$ cat src/rtl/vcfm_pkg.sv
package vcfm_pkg;
    localparam int HADDR_W      = 20;
    localparam int FADDR_W      = 17;
    localparam int NBLK         = 8;
    localparam int BLK_W        = $clog2(NBLK);
    localparam int BLK_BYTE_LOG = FADDR_W - BLK_W;
    localparam int CODE_W       = 4;
    localparam int CODE_ONE_BLK = 10;
    localparam int CODE_MIN     = 8;
    localparam int RESV_BYTES   = 'h2000;

    typedef enum logic [1:0] {ST_IDLE, ST_MATCH, ST_REPLY} xl_state_t;
    typedef enum logic [1:0] {MAP_NONE, MAP_UPPER, MAP_ALL} map_mode_t;

    typedef struct packed {
        logic               valid;
        logic [HADDR_W:0]   base;
        logic [HADDR_W:0]   limit;
        logic [FADDR_W-1:0] offset;
    } map_entry_t;

    function automatic logic [NBLK-1:0] mode_mask(input map_mode_t m);
        logic [NBLK-1:0] r;
        unique case (m)
            MAP_ALL:   r = '1;
            MAP_UPPER: r = {{(NBLK-1){1'b1}}, 1'b0};
            default:   r = '0;
        endcase
        return r;
    endfunction
endpackage

$ cat src/rtl/vcfm_entry_table.sv
module vcfm_entry_table
    import vcfm_pkg::*;
#(
    parameter int N_ENTRIES = 8,
    localparam int IDX_W = (N_ENTRIES > 1) ? $clog2(N_ENTRIES) : 1
) (
    input  logic               clk,
    input  logic               rst_n,
    input  logic               cfg_we,
    input  logic [IDX_W-1:0]   cfg_idx,
    input  logic               cfg_valid,
    input  logic [HADDR_W-1:0] cfg_base,
    input  logic [CODE_W-1:0]  cfg_size,
    input  logic [BLK_W-1:0]   cfg_chip,
    input  logic               cfg_hw_we,
    input  logic               cfg_hw_en,
    output map_entry_t         tbl_o [N_ENTRIES],
    output logic               hw_on_o
);
    map_entry_t new_entry;
    logic       code_ok;
    int         span_sh;

    // Limit and flash offset are derived once, at load time
    always_comb begin
        code_ok = (int'(cfg_size) >= CODE_MIN) && (int'(cfg_size) <= CODE_ONE_BLK);
        span_sh = code_ok ? (CODE_ONE_BLK - int'(cfg_size)) : 0;
        new_entry.valid  = cfg_valid && code_ok &&
                           ((int'(cfg_chip) + (1 << span_sh)) <= NBLK);
        new_entry.base   = {1'b0, cfg_base};
        new_entry.limit  = {1'b0, cfg_base} +
                           ((HADDR_W+1)'(1) << (BLK_BYTE_LOG + 1 + span_sh));
        new_entry.offset = FADDR_W'(cfg_chip) << BLK_BYTE_LOG;
    end

    always_ff @(posedge clk) begin
        if (!rst_n) begin
            for (int i = 0; i < N_ENTRIES; i++) tbl_o[i] <= '0;
        end else if (cfg_we) begin
            for (int i = 0; i < N_ENTRIES; i++)
                if (cfg_idx == IDX_W'(i)) tbl_o[i] <= new_entry;
        end
    end

    always_ff @(posedge clk) begin
        if (!rst_n)         hw_on_o <= 1'b0;
        else if (cfg_hw_we) hw_on_o <= cfg_hw_en;
    end

    for (genvar g = 0; g < N_ENTRIES; g++) begin : g_chk
        // a stored entry always spans a non-empty, block-aligned range
        assert_entry_span_R4: assert property (@(posedge clk) disable iff (!rst_n)
            tbl_o[g].valid |-> (tbl_o[g].limit > tbl_o[g].base &&
                                tbl_o[g].offset[BLK_BYTE_LOG-1:0] == '0));
    end
endmodule

$ cat src/rtl/vcfm_ctl.sv
module vcfm_ctl
    import vcfm_pkg::*;
#(
    parameter logic [HADDR_W-1:0] CTL_ADDR = 20'h2C000
) (
    input  logic               clk,
    input  logic               rst_n,
    input  logic               wr,
    input  logic [HADDR_W-1:0] waddr,
    input  logic [3:0]         wdata,
    output logic [NBLK-1:0]    blk_mask
);
    map_mode_t mode_q, mode_d;

    always_comb begin
        mode_d = mode_q;
        if (wr && waddr == CTL_ADDR) begin
            unique case (wdata)
                4'd1:    mode_d = MAP_UPPER;
                4'd3:    mode_d = MAP_ALL;
                default: mode_d = MAP_NONE;
            endcase
        end
    end

    always_ff @(posedge clk) begin
        if (!rst_n) mode_q <= MAP_NONE;
        else        mode_q <= mode_d;
    end

    assign blk_mask = mode_mask(mode_q);

    // writes elsewhere leave the mapping untouched
    assert_ctl_ignore_R7: assert property (@(posedge clk) disable iff (!rst_n)
        (wr && waddr != CTL_ADDR) |=> $stable(blk_mask));
    // a zero write unmaps every block
    assert_ctl_unmap_R7: assert property (@(posedge clk) disable iff (!rst_n)
        (wr && waddr == CTL_ADDR && wdata == 4'd0) |=> (blk_mask == '0));
endmodule

$ cat src/rtl/vcfm_match.sv
module vcfm_match
    import vcfm_pkg::*;
#(
    parameter int                 N_ENTRIES    = 8,
    parameter logic [HADDR_W-1:0] HW_BASE      = 20'hE0000,
    parameter int                 HW_FIRST_BLK = 6
) (
    input  logic [HADDR_W-1:0] addr,
    input  map_entry_t         tbl [N_ENTRIES],
    input  logic [NBLK-1:0]    blk_mask,
    input  logic               hw_on,
    output logic               hit,
    output logic [FADDR_W-1:0] faddr
);
    localparam int               HW_BLOCKS = 2;
    localparam int               HW_NIB    = HW_BLOCKS << (BLK_BYTE_LOG + 1);
    localparam logic [HADDR_W:0] HW_LIMIT  = {1'b0, HW_BASE} + (HADDR_W+1)'(HW_NIB);

    logic [N_ENTRIES-1:0] qual;
    logic [FADDR_W-1:0]   foff [N_ENTRIES];

    for (genvar g = 0; g < N_ENTRIES; g++) begin : g_ent
        logic               in_rng;
        logic [HADDR_W-1:0] diff;
        assign in_rng  = tbl[g].valid && ({1'b0, addr} >= tbl[g].base) &&
                         ({1'b0, addr} < tbl[g].limit);
        assign diff    = addr - tbl[g].base[HADDR_W-1:0];
        assign foff[g] = tbl[g].offset + FADDR_W'(diff >> 1);
        assign qual[g] = in_rng && blk_mask[foff[g][FADDR_W-1 -: BLK_W]] &&
                         (foff[g] >= FADDR_W'(RESV_BYTES));
    end

    logic               hw_in, hw_ok;
    logic [FADDR_W-1:0] hw_off;
    assign hw_in  = hw_on && (addr >= HW_BASE) && ({1'b0, addr} < HW_LIMIT);
    assign hw_off = FADDR_W'(HW_FIRST_BLK << BLK_BYTE_LOG) + FADDR_W'((addr - HW_BASE) >> 1);
    assign hw_ok  = hw_in && blk_mask[hw_off[FADDR_W-1 -: BLK_W]];

    // Fixed window lowest, then entries from highest index down
    always_comb begin
        hit   = hw_ok;
        faddr = hw_ok ? hw_off : '0;
        for (int i = N_ENTRIES - 1; i >= 0; i--) begin
            if (qual[i]) begin
                hit   = 1'b1;
                faddr = foff[i];
            end
        end
    end
endmodule

$ cat src/rtl/vchip_flash_mapper.sv
module vchip_flash_mapper
    import vcfm_pkg::*;
#(
    parameter int                 N_ENTRIES    = 8,
    parameter logic [HADDR_W-1:0] CTL_ADDR     = 20'h2C000,
    parameter logic [HADDR_W-1:0] HW_BASE      = 20'hE0000,
    parameter int                 HW_FIRST_BLK = 6,
    localparam int IDX_W = (N_ENTRIES > 1) ? $clog2(N_ENTRIES) : 1
) (
    input  logic               clk,
    input  logic               rst_n,
    input  logic               cfg_we,
    input  logic [IDX_W-1:0]   cfg_idx,
    input  logic               cfg_valid,
    input  logic [HADDR_W-1:0] cfg_base,
    input  logic [CODE_W-1:0]  cfg_size,
    input  logic [BLK_W-1:0]   cfg_chip,
    input  logic               cfg_hw_we,
    input  logic               cfg_hw_en,
    input  logic               ctl_wr,
    input  logic [HADDR_W-1:0] ctl_addr,
    input  logic [3:0]         ctl_data,
    input  logic               req_valid,
    input  logic [HADDR_W-1:0] req_addr,
    output logic               req_ready,
    output logic               resp_valid,
    output logic               resp_hit,
    output logic [FADDR_W-1:0] resp_faddr
);
    map_entry_t         tbl [N_ENTRIES];
    logic               hw_on;
    logic [NBLK-1:0]    blk_mask;
    logic               m_hit;
    logic [FADDR_W-1:0] m_faddr;

    vcfm_entry_table #(.N_ENTRIES(N_ENTRIES)) u_table (
        .clk(clk), .rst_n(rst_n),
        .cfg_we(cfg_we), .cfg_idx(cfg_idx), .cfg_valid(cfg_valid),
        .cfg_base(cfg_base), .cfg_size(cfg_size), .cfg_chip(cfg_chip),
        .cfg_hw_we(cfg_hw_we), .cfg_hw_en(cfg_hw_en),
        .tbl_o(tbl), .hw_on_o(hw_on)
    );

    vcfm_ctl #(.CTL_ADDR(CTL_ADDR)) u_ctl (
        .clk(clk), .rst_n(rst_n),
        .wr(ctl_wr), .waddr(ctl_addr), .wdata(ctl_data),
        .blk_mask(blk_mask)
    );

    xl_state_t          state, nxt;
    logic [HADDR_W-1:0] addr_q;
    logic               hit_q;
    logic [FADDR_W-1:0] faddr_q;

    vcfm_match #(.N_ENTRIES(N_ENTRIES), .HW_BASE(HW_BASE), .HW_FIRST_BLK(HW_FIRST_BLK)) u_match (
        .addr(addr_q), .tbl(tbl), .blk_mask(blk_mask), .hw_on(hw_on),
        .hit(m_hit), .faddr(m_faddr)
    );

    always_comb begin
        nxt = state;
        unique case (state)
            ST_IDLE:  if (req_valid) nxt = ST_MATCH;
            ST_MATCH: nxt = ST_REPLY;
            ST_REPLY: nxt = ST_IDLE;
            default:  nxt = ST_IDLE;
        endcase
    end

    always_ff @(posedge clk) begin
        if (!rst_n) state <= ST_IDLE;
        else        state <= nxt;
    end

    always_ff @(posedge clk) begin
        if (!rst_n) begin
            addr_q  <= '0;
            hit_q   <= 1'b0;
            faddr_q <= '0;
        end else begin
            if (state == ST_IDLE && req_valid) addr_q <= req_addr;
            if (state == ST_MATCH) begin
                hit_q   <= m_hit;
                faddr_q <= m_faddr;
            end
        end
    end

    assign req_ready  = (state == ST_IDLE);
    assign resp_valid = (state == ST_REPLY);
    assign resp_hit   = resp_valid & hit_q;
    assign resp_faddr = faddr_q;

    // reply two cycles after acceptance, one cycle wide
    assert_accept_latency_R2: assert property (@(posedge clk) disable iff (!rst_n)
        (req_valid && req_ready) |=> ##1 resp_valid);
    assert_reply_single_R2: assert property (@(posedge clk) disable iff (!rst_n)
        resp_valid |=> !resp_valid);
    // firmware area never reaches the host
    assert_no_reserved_R8: assert property (@(posedge clk) disable iff (!rst_n)
        resp_hit |-> (resp_faddr >= FADDR_W'(RESV_BYTES)));
endmodule

$ cat config.mk
export PLATFORM = sky130hd
export DESIGN_NAME = vchip_flash_mapper
export DESIGN_NICKNAME = d
export VERILOG_FILES = /design/src/rtl/vcfm_pkg.sv /design/src/rtl/vcfm_entry_table.sv /design/src/rtl/vcfm_ctl.sv /design/src/rtl/vcfm_match.sv /design/src/rtl/vchip_flash_mapper.sv
export SDC_FILE = /design/constraint.sdc
export NUM_CORES = 1
export LEC_CHECK = 0
export CORE_MARGIN = 1.5
export CORE_UTILIZATION = 51
export CTS_CLUSTER_SIZE = 14
export DETAILED_ROUTE_END_ITERATION = 6
export DONT_BUFFER_PORTS = 1
export PLACE_DENSITY = 0.66
export SKIP_CTS_REPAIR_TIMING = 1
export SKIP_LAST_GASP = 1
export SYNTH_ARGS = -nofsm -noshare
export SYNTH_HDL_FRONTEND = slang
export SYNTH_SLANG_ARGS = --single-unit
$ cat constraint.sdc
create_clock -name clk -period 7.71 [get_ports clk]
set_input_delay 0 -clock clk [delete_from_list [all_inputs] [get_ports clk]]
set_output_delay 0 -clock clk [all_outputs]
set_load 0.01 [all_outputs]
Word-level counts from Yosys, hierarchy flattened
Index checks and enable logic that the tools add are counted.
{"block": "op_classes", "mul": 0, "n_bitwise": 1, "div": 0, "eq_ne": 15, "add_sub_neg": 22, "n_mux": 40, "order_cmp": 38, "shifts": 2, "n_reduce_logical": 50}
{"op": "20-bit by 21-bit < comparator with 1-bit output", "n": 8}
{"op": "20-bit >= comparator", "n": 8}
{"op": "17-bit 2-to-1 mux", "n": 9}
{"op": "18-bit subtractor", "n": 8}
{"op": "17-bit adder", "n": 8}
{"op": "17-bit by 14-bit >= comparator with 1-bit output, second input constant", "n": 8}
{"op": "1-bit logical AND", "n": 40}
{"op": "3-bit by 4-bit < comparator with 1-bit output, second input constant", "n": 9}
{"op": "4-bit by 32-bit adder with 32-bit output", "n": 1}
{"op": "5-bit by 32-bit adder with 32-bit output, first input constant", "n": 1}
{"op": "32-bit by 5-bit <= comparator with 1-bit output, second input constant", "n": 1}
{"op": "32-bit 2-to-1 mux", "n": 1}
{"op": "1-bit by 32-bit << shifter with 21-bit output, first input constant", "n": 1}
{"op": "1-bit by 32-bit << shifter with 32-bit output, first input constant", "n": 1}
{"op": "1-bit binary-select mux with 3-bit select", "n": 9}
{"op": "20-bit by 21-bit adder with 21-bit output", "n": 1}
{"op": "20-bit by 18-bit equality test with 1-bit output, second input constant", "n": 1}
{"op": "20-bit >= comparator, second input constant", "n": 1}
{"op": "20-bit < comparator, second input constant", "n": 1}
{"op": "18-bit subtractor, second input constant", "n": 1}
{"op": "17-bit adder, first input constant", "n": 1}
{"op": "1-bit 2-to-1 mux", "n": 17}
{"op": "8-bit one-hot mux with 2 select lines", "n": 1}
{"op": "2-bit AND reduction", "n": 8}
{"op": "other kinds (16)", "n": 23}
{"block": "word_totals", "word_cells": 206, "memories": 0, "out_inout_bits": 20, "latchBits": 0, "ram_bits": 0, "input_bits": 82, "reg_bits": 403, "rom_bits": 0}

Longest topological paths before layout
{"block": "logic_depth", "ltp_word": 14, "mapped_depth": 30, "depth_no_buf": 28}

Modules after synthesis
From an unflattened synthesis, not the netlist that was laid out.
{"block": "unflattened", "hier_cells": 4985, "area_unflattened_um2": 38070.3}
{"mod": "vcfm_match", "area_each_um2": 20275.7, "seq_area_each_um2": 0.0, "cells_per_inst": 2835, "instances": 1}
{"mod": "vcfm_entry_table", "area_each_um2": 16080.4, "seq_area_each_um2": 7226.9, "cells_per_inst": 1947, "instances": 1}
{"mod": "vchip_flash_mapper", "area_each_um2": 1491.4, "seq_area_each_um2": 800.8, "cells_per_inst": 177, "instances": 1}
{"mod": "vcfm_ctl", "area_each_um2": 222.7, "seq_area_each_um2": 40.0, "cells_per_inst": 26, "instances": 1}

Worst setup path before layout
No wires, ideal clock.
{"block": "synth_timing", "path_kind": "register to register", "start": "register addr_q[1]", "end": "register faddr_q[14] (netlist: resp_faddr[14])", "arrival_time_ns": 5.487, "path_buffers": 0, "period_less_slack_ns": 5.620, "setup_time_ns": 0.134, "slack_ns": 2.090, "stages_incl_launch_ff": 23, "required_ns": 7.576, "cell_sequence": "dfxtp_1 > inv_1 > fa_1 > nor2b_1 > o31a_1 > or4_4 > a32oi_2 > a21oi_2 > a21o_1 > a21oi_1 > xor2_1 > fa_1 > xor2_1 > xnor2_1 > nor3b_1 > a31o_1 > a2111oi_4 > a41o_1 > or4b_1 > o21a_1 > a221o_1 > a221oi_2 > o311ai_1"}
{"block": "synth_via", "elab_chain_cells": 14, "word_cells_on_any_way": 106, "cone_classes": "18 x add/sub; 26 x order compare; 27 x mux; 35 x reduce/logical"}
{"element": "start, declared", "line_no": "vchip_flash_mapper.sv:51", "rtl": "logic [HADDR_W-1:0] addr_q;"}
{"element": "start signal, assigned", "line_no": "vchip_flash_mapper.sv:81", "rtl": "if (state == ST_IDLE && req_valid) addr_q <= req_addr;"}
{"element": "parallel branches: the longest is 13 deep, another holds 18-bit subtractor"}
{"element": "17-bit 2-to-1 mux *", "line_no": "vcfm_match.sv:44", "rtl": "if (qual[i]) begin"}
{"element": "end signal, assigned", "line_no": "vchip_flash_mapper.sv:84", "rtl": "faddr_q <= m_faddr;"}
{"element": "end, declared", "line_no": "vchip_flash_mapper.sv:53", "rtl": "logic [FADDR_W-1:0] faddr_q;"}
Every way passes the cells marked *. The select of a mux whose other input is x is not followed.
A chain may end at the register's enable or synchronous reset.

Worst setup path after layout
{"block": "layout_timing", "start": "register addr_q[0]", "end": "register faddr_q[12] (netlist: resp_faddr[12])"}
Same word-level chain as after synthesis.

==> reports/qor.yml <==
outcome:
  outcome: "complete, but fails checks"
  violations: "negative hold slack"
pwr:
  power_leakage_nw: 12.5
  power_switching_share_pct: 34.3
  max-vdd-ir-drop_mv: 0.151
  p_switching_mw: 2.20
  clkPwrFrac_pct: 37.6
  intPower_mw: 4.21
  combPwrFrac_pct: 28.3
  p_per_area_nw_per_um2: 196
  seqPwrFrac_pct: 34.1
  p_total_mw: 6.41
floorplan:
  die_h_um: 244
  io_pins: 102
  die_w_um: 244
  die_area_sq_um: 59400
  start_util_pct: 51.4
  core_area_sq_um: 57500
  rows: 88
timing:
  fmax_ghz: 0.148
  fin_setup_tns_ns: 0
  fin_crit_ns: 6.75
  hold_slack_ns: -0.00976
  worstMarginPinSlew_ns: 1.21
  hold_viol: 16
  final-setup-viol-count: 0
  skew_ns: 0.0183
  drv_slew: 0
  rsz0062_at_grt: "false"
  maxSlewHeadroom_pct: 19.0
  fin_crit_sh_pct: 87.6
  timing.final.ws_setup_ns: 0.956
global_routing:
  grt_util_all_layers_pct: 36.1
  grt_pass1_wl_mm: 161
  gr-total-overflow: 0
  grt_antenna_before_repair: 13
  grt_pass1_vias: 25205
  grt_max_degree: 148
clock_network:
  clock-sinks: 403
  cts_buffer_depth: 3
  cts_tree: "built"
  cts_root_buf: "clkbuf_16"
  clkTransAtPathRegs_ns: 0.06
  insertion_delay_ns: 0.62
  htree_levels: 2
  cts_buffers: 47
logic_synthesis:
  yosys.area_share.adder_pct: 16.4
  synth_cell_types: 101
  synth_top_family_by_area: "compound AO/OA/AOI/OAI gates"
  yosysSeqAreaShare_pct: 27.3
  synth.area.mux_share_pct: 1.33
  synth_flop_cell: "dfxtp_1"
  syn_inst: 3966
  syn-num-nets: 4423
  ys_async_sr_fraction_pct: 0
  avgSynthCellArea_sq_um: 7.45
  yosys.area_share.xor_xnor_pct: 4.03
  yosys.area_share.simple_pct: 21.0
  synth-compound-area-share_pct: 22.4
  syn-cell-area_sq_um: 29500
  ys_seq_elements: 403
  ys.warnings.count: 0
  synth_edf_count: 0
drt:
  drc_errors: 0
  routed_wl_mm: 113
  via_per_inst: 5.98
  drt_iter0_drc: 2926
  dr_wl_met3_mm: 10.4
  wire_per_inst_um: 23.7
  routed.top_layer: "met5"
  met2WireLength_mm: 49.2
  ant_nets: 0
  drt_first_pass_iters: 6
  drt-met1-wl_mm: 47.1
  vias: 28583
worst_setup_path:
  start_kind: "flop"
  crit_top_cell: "a21oi_1"
  crit_required_ns: 8.18
  worstPathArrival_ns: 7.22
  worst-setup-path-type: "flop to flop"
  slowest_stage: "a2111oi_0"
  cp_cell_sequence: "inv_1, ha_1, fa_1, nand2b_1, a211oi_1, o221ai_1, a21oi_1, o31ai_1, a21oi_1, o21ai_0, nand2b_1, xnor2_1, fa_1, xor2_1, xnor2_1, nor2b_1, o221a_2, a21oi_1, o21ai_0, a21o_1, mux2i_1, a2111oi_0, o32ai_1"
  max_stage_delay_ns: 0.62
  critPathMaxFanout: 20
  cp-end-kind: "flop"
placed_design:
  dp_hpwl_mm: 78.8
  place_congestion: 1.02
  place_area_sq_um: 30300
  dp_slack_ns: 1.11
  dp.cells: 4614
  numPortBuffers: 0
layout:
  drive_gt1_share_pct: 5.49
  fin_nets: 4425
  fin_area_sq_um: 32700
  final_util_pct: 56.9
  area_delta_synth_final_pct: 10.7
  finalNonFillerCells: 4782
run:
  cap_viol_max_count: 0
worst_hold_path:
  hp-class: "input pin to flop"
-- area by class of cell --
cell class | count | area, sq um
antenna | 12 | 30.0
clock buffer | 68 | 1400
clock inverter | 18 | 255
fill | 5509 | 24800
inverter | 380 | 1430
multi-input combinational | 3006 | 19400
sequential | 403 | 8070
tap | 765 | 957
timing repair buffer | 130 | 1170
-- power by group through the flow --
| stage | combinational (mW) | sequential, mW | clock (mW) |
|---|---|---|---|
| after floorplan | 1.21 | 2.22 | 0 |
| after detailed placement | 1.68 | 2.23 | 0 |
| after CTS | 1.70 | 2.18 | 2.42 |
| after global routing | 1.95 | 2.19 | 2.52 |
| final | 1.82 | 2.18 | 2.41 |
| after global placement | 1.69 | 2.22 | 0 |
-- logic make-up (layout without fill, tap and decap cells) --
kind of cell    count (synthesis)  count (layout)
simple gates                 1390            1390
compound gates               1067            1067
xor+xnor                      136             136
other cells                     0              12
mux                            37              37
flops                         403             403
fa+ha+maj                     376             376
buf+inv                       557             596
-- state kept, by name, summed over array words and instances (netlist names) --
signal / cells
addr_q: 20
hit_q: 1
resp_faddr: 17
state: 2
u_ctl.mode_q: 2
u_table.hw_on_o: 1
u_table.tbl_o: 360
-- cells in the final DEF (no fill, tap or decap), drive strengths merged, types with 29 or more instances in the layout --
cell type and count:
a21o 82, nand4 45, o21ai 132, clkbuf 68
o21a 38, nor3 53, o211ai 29, xor2 56
ha 357, nor2 213, nand2 770, dlygate4sd3 69
buf 61, a211oi 59, xnor2 80, a21oi 536
dfxtp 403, nand2b 64, nand3 75, inv 383
nor2b 37
-- critical path: cells and delay by family (launching register included) --
kind            cells  cell delay [ns]
compound gates     12             3.51
fa+ha+maj           3             1.13
xor+xnor            3             0.50
simple gates        3             0.47
flops               1             0.46
buf+inv             1             0.32
mux                 1             0.19
-- final timing paths --
| check | from | to | slack [ns] | cells past startpoint |
|---|---|---|---|---|
| worst max-delay path | addr_q[0] | resp_faddr[12] | 0.96 | 23 |
| worst max register to register | addr_q[0] | resp_faddr[12] | 0.96 | 23 |
| worst min register to register | u_table.tbl_o[377] | u_table.tbl_o[377] | 0.45 | 2 |
| worst min-delay path | cfg_idx[2] | u_table.tbl_o[48] | -0.01 | 4 |
-- layer usage --
metal,GRT usage [%],vias to the layer above
met5,0,-
met4,19.4,2
met3,6.64,267
met2,55.1,1242
met1,48.2,13367
li1,-,13705
-- synthesized netlist by cell type, types with 45 or more instances --
master	n	share of area (%)
nand2_1	769	9.8
a21oi_1	533	9.0
dfxtp_1	403	27
inv_1	378	4.8
ha_1	357	15
nor2_1	212	2.7
clkbuf_1	134	1.7
o21ai_0	118	2.0
a21o_1	82	2.1
xnor2_1	80	2.4
nand3_1	75	1.3
nand2b_1	64	1.4
xor2_1	56	1.7
a211oi_1	55	1.4
nor3_1	52	0.88
nand4_1	45	0.95
Note: power is estimated with default switching activity, not from simulation.
